--- src/rtl/rsv_pkg.sv ---
package rsv_pkg;
  // Strobes passed from control to datapath
  typedef struct packed {
    logic load;   // output register may take a new result this edge
  } rsvStrobe_t;
endpackage

--- src/rtl/rsv_arbiter.sv ---
module rsv_arbiter #(
  parameter int NUM_PORTS = 32,
  parameter int LVL_W     = 3,
  localparam int IDX_W    = $clog2(NUM_PORTS)
) (
  input  logic [NUM_PORTS-1:0]       pendingVec,
  input  logic [NUM_PORTS*LVL_W-1:0] portLevel,
  output logic                       anyHit,
  output logic [IDX_W-1:0]           winIdx,
  output logic [LVL_W-1:0]           winLevel
);
  logic [LVL_W-1:0] lvl [NUM_PORTS];
  logic [NUM_PORTS-1:0] cand;

  genvar g;
  generate
    for (g = 0; g < NUM_PORTS; g++) begin : g_unpack
      assign lvl[g]  = portLevel[g*LVL_W +: LVL_W];
      assign cand[g] = pendingVec[g] && (portLevel[g*LVL_W +: LVL_W] != '0);
    end
  endgenerate

  // Scan from the top index down; ">=" lets a lower index take a tie.
  always_comb begin
    anyHit   = 1'b0;
    winIdx   = '0;
    winLevel = '0;
    for (int i = NUM_PORTS - 1; i >= 0; i--) begin
      if (cand[i] && (lvl[i] >= winLevel)) begin
        anyHit   = 1'b1;
        winIdx   = IDX_W'(i);
        winLevel = lvl[i];
      end
    end
  end
endmodule

--- src/rtl/rsv_ctrl.sv ---
module rsv_ctrl
  import rsv_pkg::*;
(
  input  logic       clk,
  input  logic       rstN,
  input  logic       anyHit,
  input  logic       outReady,
  output logic       outValid,
  output rsvStrobe_t strobe
);
  logic validQ;

  always_comb begin
    strobe      = '0;
    strobe.load = !validQ || outReady;
  end

  always_ff @(posedge clk or negedge rstN) begin
    if (!rstN) begin
      validQ <= 1'b0;
    end else if (strobe.load) begin
      validQ <= anyHit;
    end
  end

  assign outValid = validQ;
endmodule

--- src/rtl/rsv_datapath.sv ---
module rsv_datapath
  import rsv_pkg::*;
#(
  parameter int NUM_PORTS = 32,
  parameter int LVL_W     = 3,
  parameter int RSET_W    = 6,
  parameter int ADDR_W    = 32,
  parameter int SPACE_W   = 3,
  localparam int IDX_W    = $clog2(NUM_PORTS),
  localparam int SHIFT_W  = SPACE_W + 1,
  localparam int MIN_SHIFT = 2
) (
  input  logic                        clk,
  input  logic                        rstN,
  input  rsvStrobe_t                  strobe,
  input  logic [IDX_W-1:0]            winIdx,
  input  logic [LVL_W-1:0]            winLevel,
  input  logic [NUM_PORTS*RSET_W-1:0] portRegSet,
  input  logic [NUM_PORTS-1:0]        portNmi,
  input  logic [ADDR_W-1:0]           vecBase,
  input  logic [SPACE_W-1:0]          spacingCode,
  output logic [ADDR_W-1:0]           outAddr,
  output logic [LVL_W-1:0]            outLevel,
  output logic [RSET_W-1:0]           outRegSet,
  output logic                        outNmi
);
  logic [SHIFT_W-1:0] shiftAmt;
  logic [ADDR_W-1:0]  alignMask;
  logic [ADDR_W-1:0]  offset;
  logic [ADDR_W-1:0]  addrNext;
  logic [RSET_W-1:0]  regSetNext;
  logic               nmiNext;

  // Spacing is a power of two, so index*spacing is a left shift
  assign shiftAmt   = {1'b0, spacingCode} + SHIFT_W'(MIN_SHIFT);
  assign alignMask  = ~((ADDR_W'(1) << shiftAmt) - ADDR_W'(1));
  assign offset     = ADDR_W'(winIdx) << shiftAmt;
  assign addrNext   = (vecBase & alignMask) + offset;
  assign regSetNext = portRegSet[winIdx*RSET_W +: RSET_W];
  assign nmiNext    = portNmi[winIdx];

  always_ff @(posedge clk or negedge rstN) begin
    if (!rstN) begin
      outAddr   <= '0;
      outLevel  <= '0;
      outRegSet <= '0;
      outNmi    <= 1'b0;
    end else if (strobe.load) begin
      outAddr   <= addrNext;
      outLevel  <= winLevel;
      outRegSet <= regSetNext;
      outNmi    <= nmiNext;
    end
  end
endmodule

--- src/rtl/vec_prio_resolver.sv ---
module vec_prio_resolver
  import rsv_pkg::*;
#(
  parameter int NUM_PORTS = 32,
  parameter int LVL_W     = 3,
  parameter int RSET_W    = 6,
  parameter int ADDR_W    = 32,
  parameter int SPACE_W   = 3,
  localparam int IDX_W    = $clog2(NUM_PORTS)
) (
  input  logic                        clk,
  input  logic                        rstN,
  input  logic [NUM_PORTS-1:0]        pendingVec,
  input  logic [NUM_PORTS*LVL_W-1:0]  portLevel,
  input  logic [NUM_PORTS*RSET_W-1:0] portRegSet,
  input  logic [NUM_PORTS-1:0]        portNmi,
  input  logic [ADDR_W-1:0]           vecBase,
  input  logic [SPACE_W-1:0]          spacingCode,
  output logic                        outValid,
  input  logic                        outReady,
  output logic [ADDR_W-1:0]           outAddr,
  output logic [LVL_W-1:0]            outLevel,
  output logic [RSET_W-1:0]           outRegSet,
  output logic                        outNmi
);
  logic             anyHit;
  logic [IDX_W-1:0] winIdx;
  logic [LVL_W-1:0] winLevel;
  rsvStrobe_t       strobe;

  rsv_arbiter #(.NUM_PORTS(NUM_PORTS), .LVL_W(LVL_W)) u_arb (
    .pendingVec (pendingVec),
    .portLevel  (portLevel),
    .anyHit     (anyHit),
    .winIdx     (winIdx),
    .winLevel   (winLevel)
  );

  rsv_ctrl u_ctrl (
    .clk      (clk),
    .rstN     (rstN),
    .anyHit   (anyHit),
    .outReady (outReady),
    .outValid (outValid),
    .strobe   (strobe)
  );

  rsv_datapath #(
    .NUM_PORTS (NUM_PORTS),
    .LVL_W     (LVL_W),
    .RSET_W    (RSET_W),
    .ADDR_W    (ADDR_W),
    .SPACE_W   (SPACE_W)
  ) u_dp (
    .clk         (clk),
    .rstN        (rstN),
    .strobe      (strobe),
    .winIdx      (winIdx),
    .winLevel    (winLevel),
    .portRegSet  (portRegSet),
    .portNmi     (portNmi),
    .vecBase     (vecBase),
    .spacingCode (spacingCode),
    .outAddr     (outAddr),
    .outLevel    (outLevel),
    .outRegSet   (outRegSet),
    .outNmi      (outNmi)
  );
endmodule

--- config.mk ---
export PLATFORM = sky130hd
export DESIGN_NAME = vec_prio_resolver
export DESIGN_NICKNAME = d
export VERILOG_FILES = /design/src/rtl/rsv_pkg.sv /design/src/rtl/rsv_arbiter.sv /design/src/rtl/rsv_ctrl.sv /design/src/rtl/rsv_datapath.sv /design/src/rtl/vec_prio_resolver.sv
export SDC_FILE = /design/constraint.sdc
export NUM_CORES = 1
export LEC_CHECK = 0
export BUFFER_PORTS_ARGS = -buffer_cell sky130_fd_sc_hd__buf_2
export CORE_AREA = 2 2 166 168
export CTS_CLUSTER_SIZE = 28
export DETAILED_ROUTE_END_ITERATION = 16
export DIE_AREA = 0 0 168 170
export HOLD_SLACK_MARGIN = 0.02
export PLACE_DENSITY = 0.69
export SYNTH_ARGS = -nofsm -noshare
export SYNTH_HDL_FRONTEND = slang
export SYNTH_SLANG_ARGS = --single-unit
--- constraint.sdc ---
create_clock -name clk -period 1.2 [get_ports clk]
set_input_delay 0.24 -clock clk [delete_from_list [all_inputs] [get_ports clk]]
set_output_delay 0.24 -clock clk [all_outputs]
set_load 0.05 [all_outputs]
==> flow_summary.rst <==
.. list-table::
   :header-rows: 1

   * - Metric
     - Value
   * - Fraction of registers with async set/reset
     - 1.00
   * - TritonCTS clock tree
     - done
   * - Capture instance of the worst register-to-register path
     - u_dp.outRegSet[3]
   * - Synthesized net count
     - 1945
   * - Met1 layer usage reported by global route
     - 0.414
   * - Post-synth EDFFs
     - 0
   * - Path category of the worst min-delay check
     - in -> reg
   * - Max-Cap Viols
     - 0
   * - Final wirelength
     - approximately 60 mm
   * - Utilization after layout
     - 0.770
   * - Share of final-layout standard cells stronger than drive strength 1
     - 0.586
   * - Share of the clock period used by the worst path after layout
     - 38.0
   * - First-pass DRT Iterations
     - 8
   * - Cell type contributing the most total cell area after synthesis
     - dfrtp_1
   * - Number of unique standard cell types used by synthesis
     - 98
   * - M2 GR Usage
     - 0.618
   * - Global Route Usage Sum
     - 0.356
   * - Row Count
     - 60
   * - Cell depth of the worst hold path
     - 3
   * - Share of the yosys chip area belonging to registers
     - 0.105
   * - Timing-limited maximum frequency
     - 21.9 MHz
   * - Pin count of the biggest net entering global routing
     - 48
   * - Residual DRC
     - 0
   * - Area of the die
     - approximately 29000 sq um
   * - Clock tree root driver cell
     - clkbuf_16
   * - DIE WIDTH
     - 168 um
   * - Leftover overflow at the end of global routing
     - 0
   * - Leak
     - between 10 and 15 nW
   * - Relative slew slack
     - 0.560
   * - Cell Area, Synth
     - 10200 sq um
   * - Max Buffers Root-to-Sink
     - 2
   * - Bufs and invs on worst path
     - 18
   * - Post-route minimum period
     - 45.61 ns
   * - Overall via count from detail_route
     - 17.1k
   * - Most used routing layer
     - met2
   * - Data arrival at the endpoint of the critical path
     - 45.79 ns
   * - CTS sink cnt
     - 43
   * - Placed wire-length estimate
     - 42.1 mm
   * - Overall Power
     - 25.6 mW
   * - Cell type group with the largest total delay on the critical path
     - compound AO/OA/AOI/OAI gates
   * - Port-buffer cells
     - 432
   * - Largest fanout of any net on the critical path
     - 5
   * - Yosys warning total
     - 0
   * - Startpoint kind of the worst setup timing path
     - primary input
   * - Reg2reg path depth
     - 6
   * - Last weighted congestion value of the routability-driven placer
     - 0.959
   * - Hold Path Sink
     - u_dp.outAddr[27]
   * - Count leader, synth
     - nand2_1
   * - Worst EP required
     - 1.38 ns
   * - Final TNS setup
     - -1848.41 ns
   * - Synth Register Bits
     - between 40 and 50
   * - Die height
     - 170 um
   * - Post-synthesis area per instance
     - just under 7 sq um
   * - PD cells
     - 1250 nW/um^2
   * - Result of the run
     - complete, but fails checks
   * - Post-synthesis instance total
     - 1490
   * - Worst vdd ir
     - 0.815 mV
   * - Post-layout nets
     - 3045
   * - Kind of capture point of the worst setup path
     - flip-flop
   * - Clock tree skew after final layout
     - 0.00816 ns
   * - Critical path class
     - in -> reg
   * - Worst-skew pair later-pin latency
     - 0.30 ns
   * - Startpoint of the lowest-slack register-to-register path
     - u_ctrl.outValid
   * - Starting Density
     - 0.383
   * - Biggest cell delay along the critical path
     - 0.43 ns
   * - Wirelength per Cell
     - approximately 20 um
   * - Hold path startpoint
     - vecBase[27]
   * - RSZ-0062 raised after global routing
     - true
   * - Area growth from synthesis to final layout
     - 101%
   * - Count of final setup violators
     - 44
   * - Worst setup slack after placement
     - -43.83 ns
   * - Violated checks
     - setup timing
   * - Global routing met3 resource utilization
     - 0.0860
   * - Core outline area
     - 26700 sq um
   * - Number of pins with negative max-slew slack in the final report
     - 0
   * - Synth top cells by count
     - 219 x nand2_1, 139 x a21oi_1, 115 x nor2_1, 84 x inv_1, 78 x o21ai_0
   * - Number of buffers created by CTS
     - 5
   * - Dominant cells by area after synthesis
     - dfrtp_1 11%, nand2_1 8.1%, ha_1 7.8%, a21oi_1 6.8%, mux2i_1 6.4%
   * - Vias per std cell
     - approximately 5.8
   * - Via count of the first global-routing pass
     - about 16k
   * - Top-Level Pins
     - 433
   * - Actual slew at the worst max-slew pin
     - 0.643 ns
   * - First-pass GRT wire length
     - 81.6 mm
   * - Synth Flop Type
     - dfrtp_1
   * - Antenna violations before repair
     - 25
   * - Starting DRT DRC Count
     - 1374
   * - Clock transition at path regs
     - ~0.060 ns
   * - Post-route worst setup slack
     - -44.41 ns
   * - R2r setup slk
     - -0.42 ns
   * - Crit path max-delay cell type
     - or4_4
   * - H-tree depth reported by CTS
     - 2
   * - Post-detailed-route count of antenna-violating nets
     - 0
   * - Fraction of synthesized cell area taken by the top area cell type
     - 0.105
   * - Final hold violations
     - 0
==> flip-flops by register name, indices dropped and copies added, names as in the netlist <==
register,cells
u_ctrl.outValid,1
u_dp.outAddr,32
u_dp.outLevel,3
u_dp.outNmi,1
u_dp.outRegSet,6
==> routing by layer <==
layer	share of wire	up-vias
met4	0.064	6
li1	-	7767
met1	0.37	8003
met3	0.096	294
met5	0.00072	-
met2	0.47	1015
==> worst reg2reg max path: stages (launching register included) <==
cell and delay (ns):
dfrtp_2 0.46, nor2b_2 0.20, buf_12 0.14, a21oi_1 0.18, o211ai_2 0.11, o21ai_2 0.21
o41a_1 0.24
==> cell families (layout without fill, tap and decap cells) <==
group / Yosys count / in the layout / synth area share
AO/OA/AOI/OAI: 516 / 516 / 0.352
multiplexers: 94 / 94 / 0.0957
AND/OR/NAND/NOR: 600 / 600 / 0.282
buffers and inverters: 137 / 1238 / 0.0544
adder cells (fa/ha/maj): 70 / 70 / 0.0854
XOR/XNOR: 30 / 30 / 0.0257
flip-flops: 43 / 43 / 0.105
other: 0 / 22 / 0
==> layout make-up <==
cell class,count,area (sq um)
Multi-Input combinational cell,1310,10800
Timing Repair Buffer,1146,7740
Antenna cell,22,55.1
Clock inverter,3,15.0
Inverter,84,320
Sequential cell,43,1080
Fill cell,1800,6130
Tap cell,341,427
Clock buffer,5,125
==> cells in the final DEF, fill, tap and decap left out, types with 11 or more instances in the layout <==
cell type  count
buf_4        694
buf_2        417
nand2_1      193
a21oi_1      103
nor2_1        98
inv_1         79
mux2i_1       61
nand3_1       50
dfrtp_1       42
ha_1          37
o21ai_0       36
a21oi_2       29
o21a_1        29
and2_1        28
o21ai_2       27
ha_4          27
o21ai_1       26
diode_2       22
nand2b_4      22
nand2_2       20
o211ai_1      19
nor3_1        19
a21o_1        18
buf_6         18
and3_1        15
mux2_4        15
xnor2_2       14
nand2b_1      13
a211oi_1      12
nor3_2        12
o22ai_1       12
a31oi_1       12
nand4_1       11
==> where the power goes <==
group          total [mW]  internal [mW]  switching (mW)
combinational        22.2           10.5            11.7
sequential           2.00           1.79           0.215
clock                1.40          0.762           0.641
total                25.6           13.1            12.5
==> repair_timing <==
action                     CTS  global route
setup buffers              132            62
hold endpoints to repair    43             0
hold buffers                 1             0
pin swaps                  100           154
gates resized for setup     77           191
setup endpoints to repair   51            50
==> worst max-delay path by stage <==
stage	from	to	slack, ns	depth (start not counted)
final	pendingVec[31]	u_dp.outAddr[28]	-44.41	264
after global routing	pendingVec[31]	u_dp.outAddr[28]	-46.00	261
after CTS	pendingVec[31]	u_dp.outAddr[27]	-42.41	259
after detailed placement	pendingVec[31]	u_dp.outAddr[27]	-43.83	259
after global placement	pendingVec[31]	u_dp.outAddr[27]	-41.93	259
after floorplan	pendingVec[31]	u_dp.outAddr[27]	-42.12	264
==> through the flow <==
| stage | cell area, sq um | hold WS (ns) | std cells |
|---|---|---|---|
| finish | 20500 | 0.283 | 2954 |
| detailed placement | 17600 | 0.240 | 2741 |
| global placement | 17600 | 0.238 | 2741 |
| global route | 20500 | 0.303 | 2945 |
| CTS | 19100 | 0.278 | 2882 |
| floorplan | 11200 | -0.0556 | 1490 |
Power figures use the tool's default switching activity.
